--- config.mk ---
export PLATFORM = sky130hd
export DESIGN_NAME = ide_chan_decoder
export DESIGN_NICKNAME = d
export VERILOG_FILES = /design/src/rtl/ide_dec_pkg.sv /design/src/rtl/ide_win_dec.sv /design/src/rtl/ide_dev_sel.sv /design/src/rtl/ide_xfer_seq.sv /design/src/rtl/ide_chan_decoder.sv
export SDC_FILE = /design/constraint.sdc
export NUM_CORES = 1
export LEC_CHECK = 0
export ABC_AREA = 1
export BUFFER_PORTS_ARGS = -buffer_cell sky130_fd_sc_hd__buf_2
export CAP_MARGIN = 20
export CORE_MARGIN = 2
export CORE_UTILIZATION = 55
export CTS_CLUSTER_DIAMETER = 30
export DETAILED_ROUTE_END_ITERATION = 12
export GPL_ROUTABILITY_DRIVEN = 0
export PLACE_DENSITY = 0.82
export SLEW_MARGIN = 40
export SYNTH_ARGS = -nofsm -noshare
export SYNTH_HDL_FRONTEND = slang
export SYNTH_SLANG_ARGS = --single-unit
export TNS_END_PERCENT = 100
--- constraint.sdc ---
create_clock -name clk -period 5.72 [get_ports clk]
set_input_delay 1.43 -clock clk [delete_from_list [all_inputs] [get_ports clk]]
set_output_delay 1.43 -clock clk [all_outputs]
set_load 0.01 [all_outputs]
--- src/rtl/ide_dec_pkg.sv ---
package ide_dec_pkg;
  typedef enum logic [1:0] {
    BLK_CMD  = 2'd0,
    BLK_CTRL = 2'd1,
    BLK_BM   = 2'd2,
    BLK_NONE = 2'd3
  } blk_e;

  typedef enum logic [1:0] {
    S_IDLE = 2'd0,
    S_LO   = 2'd1,
    S_HI   = 2'd2,
    S_RSP  = 2'd3
  } seq_st_e;

  localparam logic [1:0] SZ_BYTE = 2'd0;
  localparam logic [1:0] SZ_HALF = 2'd1;
  localparam logic [1:0] SZ_WORD = 2'd2;
  localparam int NUM_WIN = 5;
endpackage

--- src/rtl/ide_win_dec.sv ---
module ide_win_dec
  import ide_dec_pkg::*;
#(
  parameter int AW         = 16,
  parameter int CMD_SIZE   = 8,
  parameter int CTRL_SIZE  = 4,
  parameter int BM_SIZE    = 16,
  parameter int BM_SEC_OFF = 8,
  parameter int OFW        = 4
) (
  input  logic [AW-1:0]         addr,
  input  logic [NUM_WIN*AW-1:0] win_base,
  output logic                  hit,
  output blk_e                  blk,
  output logic                  chan,
  output logic [OFW-1:0]        off
);
  function automatic int win_size(input int i);
    if (i == NUM_WIN - 1) return BM_SIZE;
    return (i % 2 == 0) ? CMD_SIZE : CTRL_SIZE;
  endfunction

  logic [NUM_WIN-1:0]          hit_w;
  logic [NUM_WIN-1:0][OFW-1:0] off_w;

  for (genvar gi = 0; gi < NUM_WIN; gi++) begin : g_win
    logic [AW-1:0] base_g;
    logic [AW-1:0] diff_g;
    logic [AW:0]   lim_g;
    assign base_g = win_base[gi*AW +: AW];
    assign lim_g  = {1'b0, base_g} + (AW+1)'(win_size(gi));
    assign diff_g = addr - base_g;
    assign hit_w[gi] = (base_g != '0) && (addr >= base_g) &&
                       ({1'b0, addr} < lim_g);
    assign off_w[gi] = diff_g[OFW-1:0];
  end

  // lowest window index takes priority
  always_comb begin
    hit  = 1'b0;
    blk  = BLK_NONE;
    chan = 1'b0;
    off  = '0;
    for (int i = NUM_WIN - 1; i >= 0; i--) begin
      if (hit_w[i]) begin
        hit = 1'b1;
        off = off_w[i];
        if (i == NUM_WIN - 1) begin
          blk  = BLK_BM;
          chan = (off_w[i] >= OFW'(BM_SEC_OFF));
        end else begin
          blk  = (i % 2 == 0) ? BLK_CMD : BLK_CTRL;
          chan = (i >= 2);
        end
      end
    end
  end
endmodule

--- src/rtl/ide_dev_sel.sv ---
module ide_dev_sel (
  input  logic       clk,
  input  logic       rst_n,
  input  logic       set_en,
  input  logic       set_chan,
  input  logic       set_val,
  output logic [1:0] dev
);
  for (genvar gc = 0; gc < 2; gc++) begin : g_chan
    always_ff @(posedge clk) begin
      if (!rst_n)                                dev[gc] <= 1'b0;
      else if (set_en && (set_chan == 1'(gc)))   dev[gc] <= set_val;
    end
  end

  // select bits move only on a select write
  p_sel_hold_r5: assert property (@(posedge clk) disable iff (!rst_n)
    !set_en |=> $stable(dev));
endmodule

--- src/rtl/ide_xfer_seq.sv ---
module ide_xfer_seq
  import ide_dec_pkg::*;
#(
  parameter int OFW      = 4,
  parameter int DATA_OFF = 0,
  parameter int SEL_OFF  = 6,
  parameter int SEL_BIT  = 4
) (
  input  logic           clk,
  input  logic           rst_n,
  input  logic           io_en,
  input  logic [3:0]     drv_present,
  input  logic           req_valid,
  output logic           req_ready,
  input  logic           req_write,
  input  logic [1:0]     req_size,
  input  logic [31:0]    req_wdata,
  input  logic           dec_hit,
  input  blk_e           dec_blk,
  input  logic           dec_chan,
  input  logic [OFW-1:0] dec_off,
  input  logic [1:0]     dev,
  output logic           sel_set,
  output logic           sel_chan,
  output logic           sel_val,
  output logic           drv_valid,
  input  logic           drv_ready,
  output logic           drv_write,
  output logic [1:0]     drv_idx,
  output logic           drv_ctrl,
  output logic [OFW-1:0] drv_off,
  output logic [15:0]    drv_wdata,
  input  logic [15:0]    drv_rdata,
  output logic           rsp_valid,
  input  logic           rsp_ready,
  output logic           rsp_err,
  output logic [31:0]    rsp_rdata
);
  seq_st_e        st;
  logic           r_write, r_ctrl, r_wide, r_err;
  logic [1:0]     r_idx, r_size;
  logic [OFW-1:0] r_off;
  logic [31:0]    r_wdata, r_rdata;

  logic       is_drv, is_data, sz_bad, e_err, cur_dev, fwd;
  logic [1:0] n_idx;

  assign req_ready = (st == S_IDLE);

  always_comb begin
    is_drv  = dec_hit && (dec_blk == BLK_CMD || dec_blk == BLK_CTRL);
    is_data = dec_hit && (dec_blk == BLK_CMD) && (dec_off == OFW'(DATA_OFF));
    sz_bad  = is_data ? (req_size == SZ_BYTE || req_size == 2'd3)
                      : (req_size != SZ_BYTE);
    e_err   = !dec_hit || (io_en && is_drv && sz_bad);
    sel_set = req_valid && req_ready && io_en && dec_hit &&
              (dec_blk == BLK_CMD) && (dec_off == OFW'(SEL_OFF)) &&
              req_write && (req_size == SZ_BYTE);
    sel_chan = dec_chan;
    sel_val  = req_wdata[SEL_BIT];
    cur_dev  = sel_set ? sel_val : dev[dec_chan];
    n_idx    = {dec_chan, cur_dev};
    fwd      = io_en && is_drv && !e_err && drv_present[n_idx];
  end

  always_ff @(posedge clk) begin
    if (!rst_n) begin
      st      <= S_IDLE;
      r_write <= 1'b0;
      r_ctrl  <= 1'b0;
      r_wide  <= 1'b0;
      r_err   <= 1'b0;
      r_idx   <= '0;
      r_size  <= '0;
      r_off   <= '0;
      r_wdata <= '0;
      r_rdata <= '0;
    end else begin
      case (st)
        S_IDLE: if (req_valid) begin
          r_write <= req_write;
          r_ctrl  <= (dec_blk == BLK_CTRL);
          r_wide  <= is_data && (req_size == SZ_WORD);
          r_err   <= e_err;
          r_idx   <= n_idx;
          r_size  <= req_size;
          r_off   <= dec_off;
          r_wdata <= req_wdata;
          r_rdata <= '0;
          st      <= fwd ? S_LO : S_RSP;
        end
        S_LO: if (drv_ready) begin
          if (!r_write)
            r_rdata[15:0] <= (r_size == SZ_BYTE) ? {8'h00, drv_rdata[7:0]}
                                                 : drv_rdata;
          st <= r_wide ? S_HI : S_RSP;
        end
        S_HI: if (drv_ready) begin
          if (!r_write) r_rdata[31:16] <= drv_rdata;
          st <= S_RSP;
        end
        S_RSP: if (rsp_ready) st <= S_IDLE;
        default: st <= S_IDLE;
      endcase
    end
  end

  assign drv_valid = (st == S_LO) || (st == S_HI);
  assign drv_write = r_write;
  assign drv_idx   = r_idx;
  assign drv_ctrl  = r_ctrl;
  assign drv_off   = r_off;
  assign drv_wdata = (st == S_HI) ? r_wdata[31:16] : r_wdata[15:0];
  assign rsp_valid = (st == S_RSP);
  assign rsp_err   = r_err;
  assign rsp_rdata = r_rdata;

  p_drv_hold_r10: assert property (@(posedge clk) disable iff (!rst_n)
    drv_valid && !drv_ready |=> drv_valid && $stable(drv_idx) &&
                                $stable(drv_off) && $stable(drv_wdata));
  p_rsp_hold_r10: assert property (@(posedge clk) disable iff (!rst_n)
    rsp_valid && !rsp_ready |=> rsp_valid && $stable(rsp_rdata) && $stable(rsp_err));
  p_wide_pair_r7: assert property (@(posedge clk) disable iff (!rst_n)
    drv_valid && drv_ready && (st == S_LO) && r_wide |=> drv_valid && $stable(drv_idx));
  p_io_off_r6: assert property (@(posedge clk) disable iff (!rst_n)
    req_valid && req_ready && !io_en |=> !drv_valid);
  p_miss_err_r4: assert property (@(posedge clk) disable iff (!rst_n)
    req_valid && req_ready && !dec_hit |=> rsp_valid && rsp_err);
endmodule

--- src/rtl/ide_chan_decoder.sv ---
module ide_chan_decoder
  import ide_dec_pkg::*;
#(
  parameter int AW         = 16,
  parameter int CMD_SIZE   = 8,
  parameter int CTRL_SIZE  = 4,
  parameter int BM_SIZE    = 16,
  parameter int BM_SEC_OFF = 8,
  parameter int DATA_OFF   = 0,
  parameter int SEL_OFF    = 6,
  parameter int SEL_BIT    = 4,
  localparam int MAX_SZ    = (BM_SIZE > CMD_SIZE) ?
                             ((BM_SIZE > CTRL_SIZE) ? BM_SIZE : CTRL_SIZE) :
                             ((CMD_SIZE > CTRL_SIZE) ? CMD_SIZE : CTRL_SIZE),
  localparam int OFW       = (MAX_SZ > 2) ? $clog2(MAX_SZ) : 1
) (
  input  logic              clk,
  input  logic              rst_n,
  input  logic              io_en,
  input  logic [5*AW-1:0]   win_base,
  input  logic [3:0]        drv_present,
  input  logic              req_valid,
  output logic              req_ready,
  input  logic              req_write,
  input  logic [AW-1:0]     req_addr,
  input  logic [1:0]        req_size,
  input  logic [31:0]       req_wdata,
  output logic              dec_hit,
  output logic [1:0]        dec_blk,
  output logic              dec_chan,
  output logic [OFW-1:0]    dec_off,
  output logic              drv_valid,
  input  logic              drv_ready,
  output logic              drv_write,
  output logic [1:0]        drv_idx,
  output logic              drv_ctrl,
  output logic [OFW-1:0]    drv_off,
  output logic [15:0]       drv_wdata,
  input  logic [15:0]       drv_rdata,
  output logic              rsp_valid,
  input  logic              rsp_ready,
  output logic              rsp_err,
  output logic [31:0]       rsp_rdata
);
  blk_e       blk_w;
  logic [1:0] dev_w;
  logic       sel_set_w, sel_chan_w, sel_val_w;

  ide_win_dec #(
    .AW(AW), .CMD_SIZE(CMD_SIZE), .CTRL_SIZE(CTRL_SIZE), .BM_SIZE(BM_SIZE),
    .BM_SEC_OFF(BM_SEC_OFF), .OFW(OFW)
  ) u_dec (
    .addr(req_addr), .win_base(win_base),
    .hit(dec_hit), .blk(blk_w), .chan(dec_chan), .off(dec_off)
  );

  assign dec_blk = blk_w;

  ide_dev_sel u_sel (
    .clk(clk), .rst_n(rst_n), .set_en(sel_set_w),
    .set_chan(sel_chan_w), .set_val(sel_val_w), .dev(dev_w)
  );

  ide_xfer_seq #(
    .OFW(OFW), .DATA_OFF(DATA_OFF), .SEL_OFF(SEL_OFF), .SEL_BIT(SEL_BIT)
  ) u_seq (
    .clk(clk), .rst_n(rst_n), .io_en(io_en), .drv_present(drv_present),
    .req_valid(req_valid), .req_ready(req_ready), .req_write(req_write),
    .req_size(req_size), .req_wdata(req_wdata),
    .dec_hit(dec_hit), .dec_blk(blk_w), .dec_chan(dec_chan), .dec_off(dec_off),
    .dev(dev_w), .sel_set(sel_set_w), .sel_chan(sel_chan_w), .sel_val(sel_val_w),
    .drv_valid(drv_valid), .drv_ready(drv_ready), .drv_write(drv_write),
    .drv_idx(drv_idx), .drv_ctrl(drv_ctrl), .drv_off(drv_off),
    .drv_wdata(drv_wdata), .drv_rdata(drv_rdata),
    .rsp_valid(rsp_valid), .rsp_ready(rsp_ready), .rsp_err(rsp_err),
    .rsp_rdata(rsp_rdata)
  );
endmodule

==> results.toml <==
[outcome]
status = "finished, final reports clean"

[pwr]
net-switching-power_mw = 1.257
power_density_nw_per_um2 = 257.6
comb_power_share = 0.512
p_leak_nw = 5.919
p_seq_frac = 0.259
p_int_mw = 1.635
irDropWorstVdd_mv = 0.2027
fin_total_pwr_mw = 2.891
power_switching_share = 0.4346
clkPwrFrac = 0.229

[die]
core_um2 = 15940
ioPinCount = 225
dieHeight_um = 131.7
start_util = 0.5628
die_area_um2 = 17350
die_w_um = 131.7
rows = 46

[sta]
setup_viol = 0
worst_slack_ps = 52.05
maxSlewHeadroom = 0.5176
whs_ps = 463.1
maxClockFrequency_ghz = 0.1764
fin_crit_sh = 0.9909
fin_crit_ps = 5668
slew_violations = 0
worstMarginPinSlew_ps = 723.6
rsz0062_at_grt = "true"
hold_viol = 0
fin_skew_ps = 9.134

[final_layout]
syn2layout_area_growth_pct = 25.07
final_layout_size_suffix_gt1_frac = 0.2270
fin_util = 0.7039
fill_cells = 1369
final_cell_mix = "282 x nand2_1, 219 x buf_2, 163 x inv_1"
layout_commonest_cell = "nand2_1"
nets = 1926

[setup_path]
cp-start-kind = "input port"
crit_type = "input port to primary output"
worstPathRequired_ps = 4290
cp_data_arrival_time_ps = 4240
cp-end-kind = "primary output"
cp_max_fo = 4

[place]
dp_hpwl_um = 20860
io_buffers = 224
preCtsSetupSlack_ps = -41.79

[min_path]
hp-class = "flip-flop to flip-flop"

[route]
via_per_inst = 5.438
drt_wl_total_um = 27110
wl_per_cell_um = 14.86
ant_nets = 0
first_pass_iters = 5
drt_iter0_drc = 592
via_count = 9925
drc = 0

[global_routing]
antenna_found_initial = 0
grt_pass1_wl_um = 43220
grt_usage = 0.2994
grt_max_degree = 48
grt_overflow = 0
grt_pass1_vias = 9278

[cts]
clk_pin_slew_ps = 60
cts_hold_buf = 0
cts_sinks = 80
cts_buffers = 9
cts-root-buf = "clkbuf_16"
cts_buffer_depth = 2
cts_tree = "built"
insertion_delay_ps = 330
h-tree-depth = 3

[synth]
synth_seq_cells = 80
ys_types = 42
syn_area_per_cell_um2 = 6.588
yosysSeqAreaShare = 0.1785
netlist_area_um2 = 8972
synth.net_count = 1685
synth_cells = 1362
synth-main-ff-cell = "dfxtp_1"
yosysWarnings = 0
synth_edf_count = 0
synthArstFlopShare = 0

[run]
drv_cap = 0
==> worst max-delay path: stages <==
cell and delay, ps:
buf_8 70, buf_6 90, ha_4 130, nand3_4 70
nor3_4 230, nand3_2 140, nor3_4 220, nand3_1 110
xor2_1 170, ha_1 320, a21oi_2 130, nand3b_1 130
nand3_2 100, nor2_4 190, nand3_4 120, o21ai_1 150
inv_1 90, a21oi_4 200, buf_6 130
==> state kept, by name, indices dropped and copies added (netlist names) <==
register,count
u_seq.drv_write,1
u_seq.r_wdata,32
u_seq.r_size,2
u_seq.st,2
u_seq.rsp_rdata,32
u_sel.dev,2
u_seq.drv_idx,2
u_seq.drv_off,4
u_seq.rsp_err,1
u_seq.r_wide,1
u_seq.drv_ctrl,1
==> cell usage after synthesis (2+ instances only) <==
library cell	instances	area [um^2]
nand3_4	2	35.03
nand2_2	8	50.05
o21ai_0	76	380.4
a21oi_1	102	510.5
a21oi_2	2	17.52
inv_1	170	638.1
nor3_1	27	135.1
o22ai_1	3	18.77
nand2_1	286	1074
nand4_1	31	193.9
nor2_1	166	623.1
nand3_1	92	460.4
nor4_1	12	75.07
xnor2_1	11	96.34
nand3_2	10	100.1
o211ai_1	3	22.52
dfxtp_1	80	1602
clkbuf_1	25	93.84
nand3b_1	4	30.03
clkinv_1	3	11.26
ha_1	161	2014
xor2_1	46	402.9
inv_2	4	15.01
nor3_4	2	32.53
nor2_2	5	31.28
o21a_1	3	22.52
buf_1	2	7.510
o21ai_1	5	25.02
a21oi_4	2	32.53
fa_1	5	100.1
nor2_4	2	22.52
o21bai_1	2	15.01
==> kinds of logic (layout without fill, tap and decap cells) <==
group | after synthesis | in the layout | share of synthesized area
other cells | 0 | 1 | 0
simple gates | 649 | 650 | 0.3205
flops | 80 | 80 | 0.1785
buf+inv | 206 | 451 | 0.08743
fa+ha+maj | 166 | 166 | 0.2357
compound gates | 204 | 204 | 0.1223
xor+xnor | 57 | 57 | 0.05564
==> final timing paths <==
check	from	endpoint	slack, ps	cells past startpoint
setup / recovery	win_base[18]	dec_off[0]	50	19
hold / removal	u_seq.rsp_rdata[31]	u_seq.rsp_rdata[31]	460	2
setup reg to reg	u_seq.st[1]	u_seq.rsp_rdata[10]	2860	9
hold reg to reg	u_seq.rsp_rdata[31]	u_seq.rsp_rdata[31]	460	2
==> layout make-up <==
| cell class | count | area [um^2] | share of cell area |
|---|---|---|---|
| diodes | 1 | 2.502 | 0.0002230 |
| clock buffers | 10 | 229.0 | 0.02040 |
| clock inverters | 6 | 115.1 | 0.01026 |
| inverters | 177 | 665.6 | 0.05932 |
| multi-input cells | 1077 | 6927 | 0.6172 |
| flip-flops and latches | 80 | 1602 | 0.1427 |
| well taps | 216 | 270.3 | 0.02408 |
| repair buffers | 258 | 1411 | 0.1258 |
==> metal layers <==
layer  up-vias  GRT usage  part of all wire
li1       4994          -                 -
met1      4473     0.3680              0.41
met2       386     0.5218              0.48
met3        72    0.05170             0.071
met4         0     0.1153             0.035
met5         -          0                 0
==> through the flow <==
stage / instance area [um^2] / TNS (ps) / std cells
after CTS: 10780 / 0 / 1813
after detailed placement: 10430 / -87.78 / 1797
after floorplan: 8972 / 0 / 1362
after global placement: 10420 / 0 / 1797
final: 11220 / 0 / 1825
after global routing: 11220 / -612.5 / 1824
==> what timing repair did <==
item | CTS | global route
gates resized for setup | 2 | 76
pin swaps | 0 | 35
setup buffers | 0 | 10
setup endpoints to repair | 4 | 8
gates cloned | 0 | 1
==> power groups by stage <==
stage	clock network, mW	logic (mW)	registers (mW)
2_1_floorplan	0	0.896	0.777
3_3_place_gp	0	1.37	0.752
3_5_place_dp	0	1.40	0.757
4_1_cts	0.666	1.41	0.747
5_1_grt	0.695	1.66	0.763
6_report	0.662	1.48	0.748
Power figures use the tool's default switching activity.
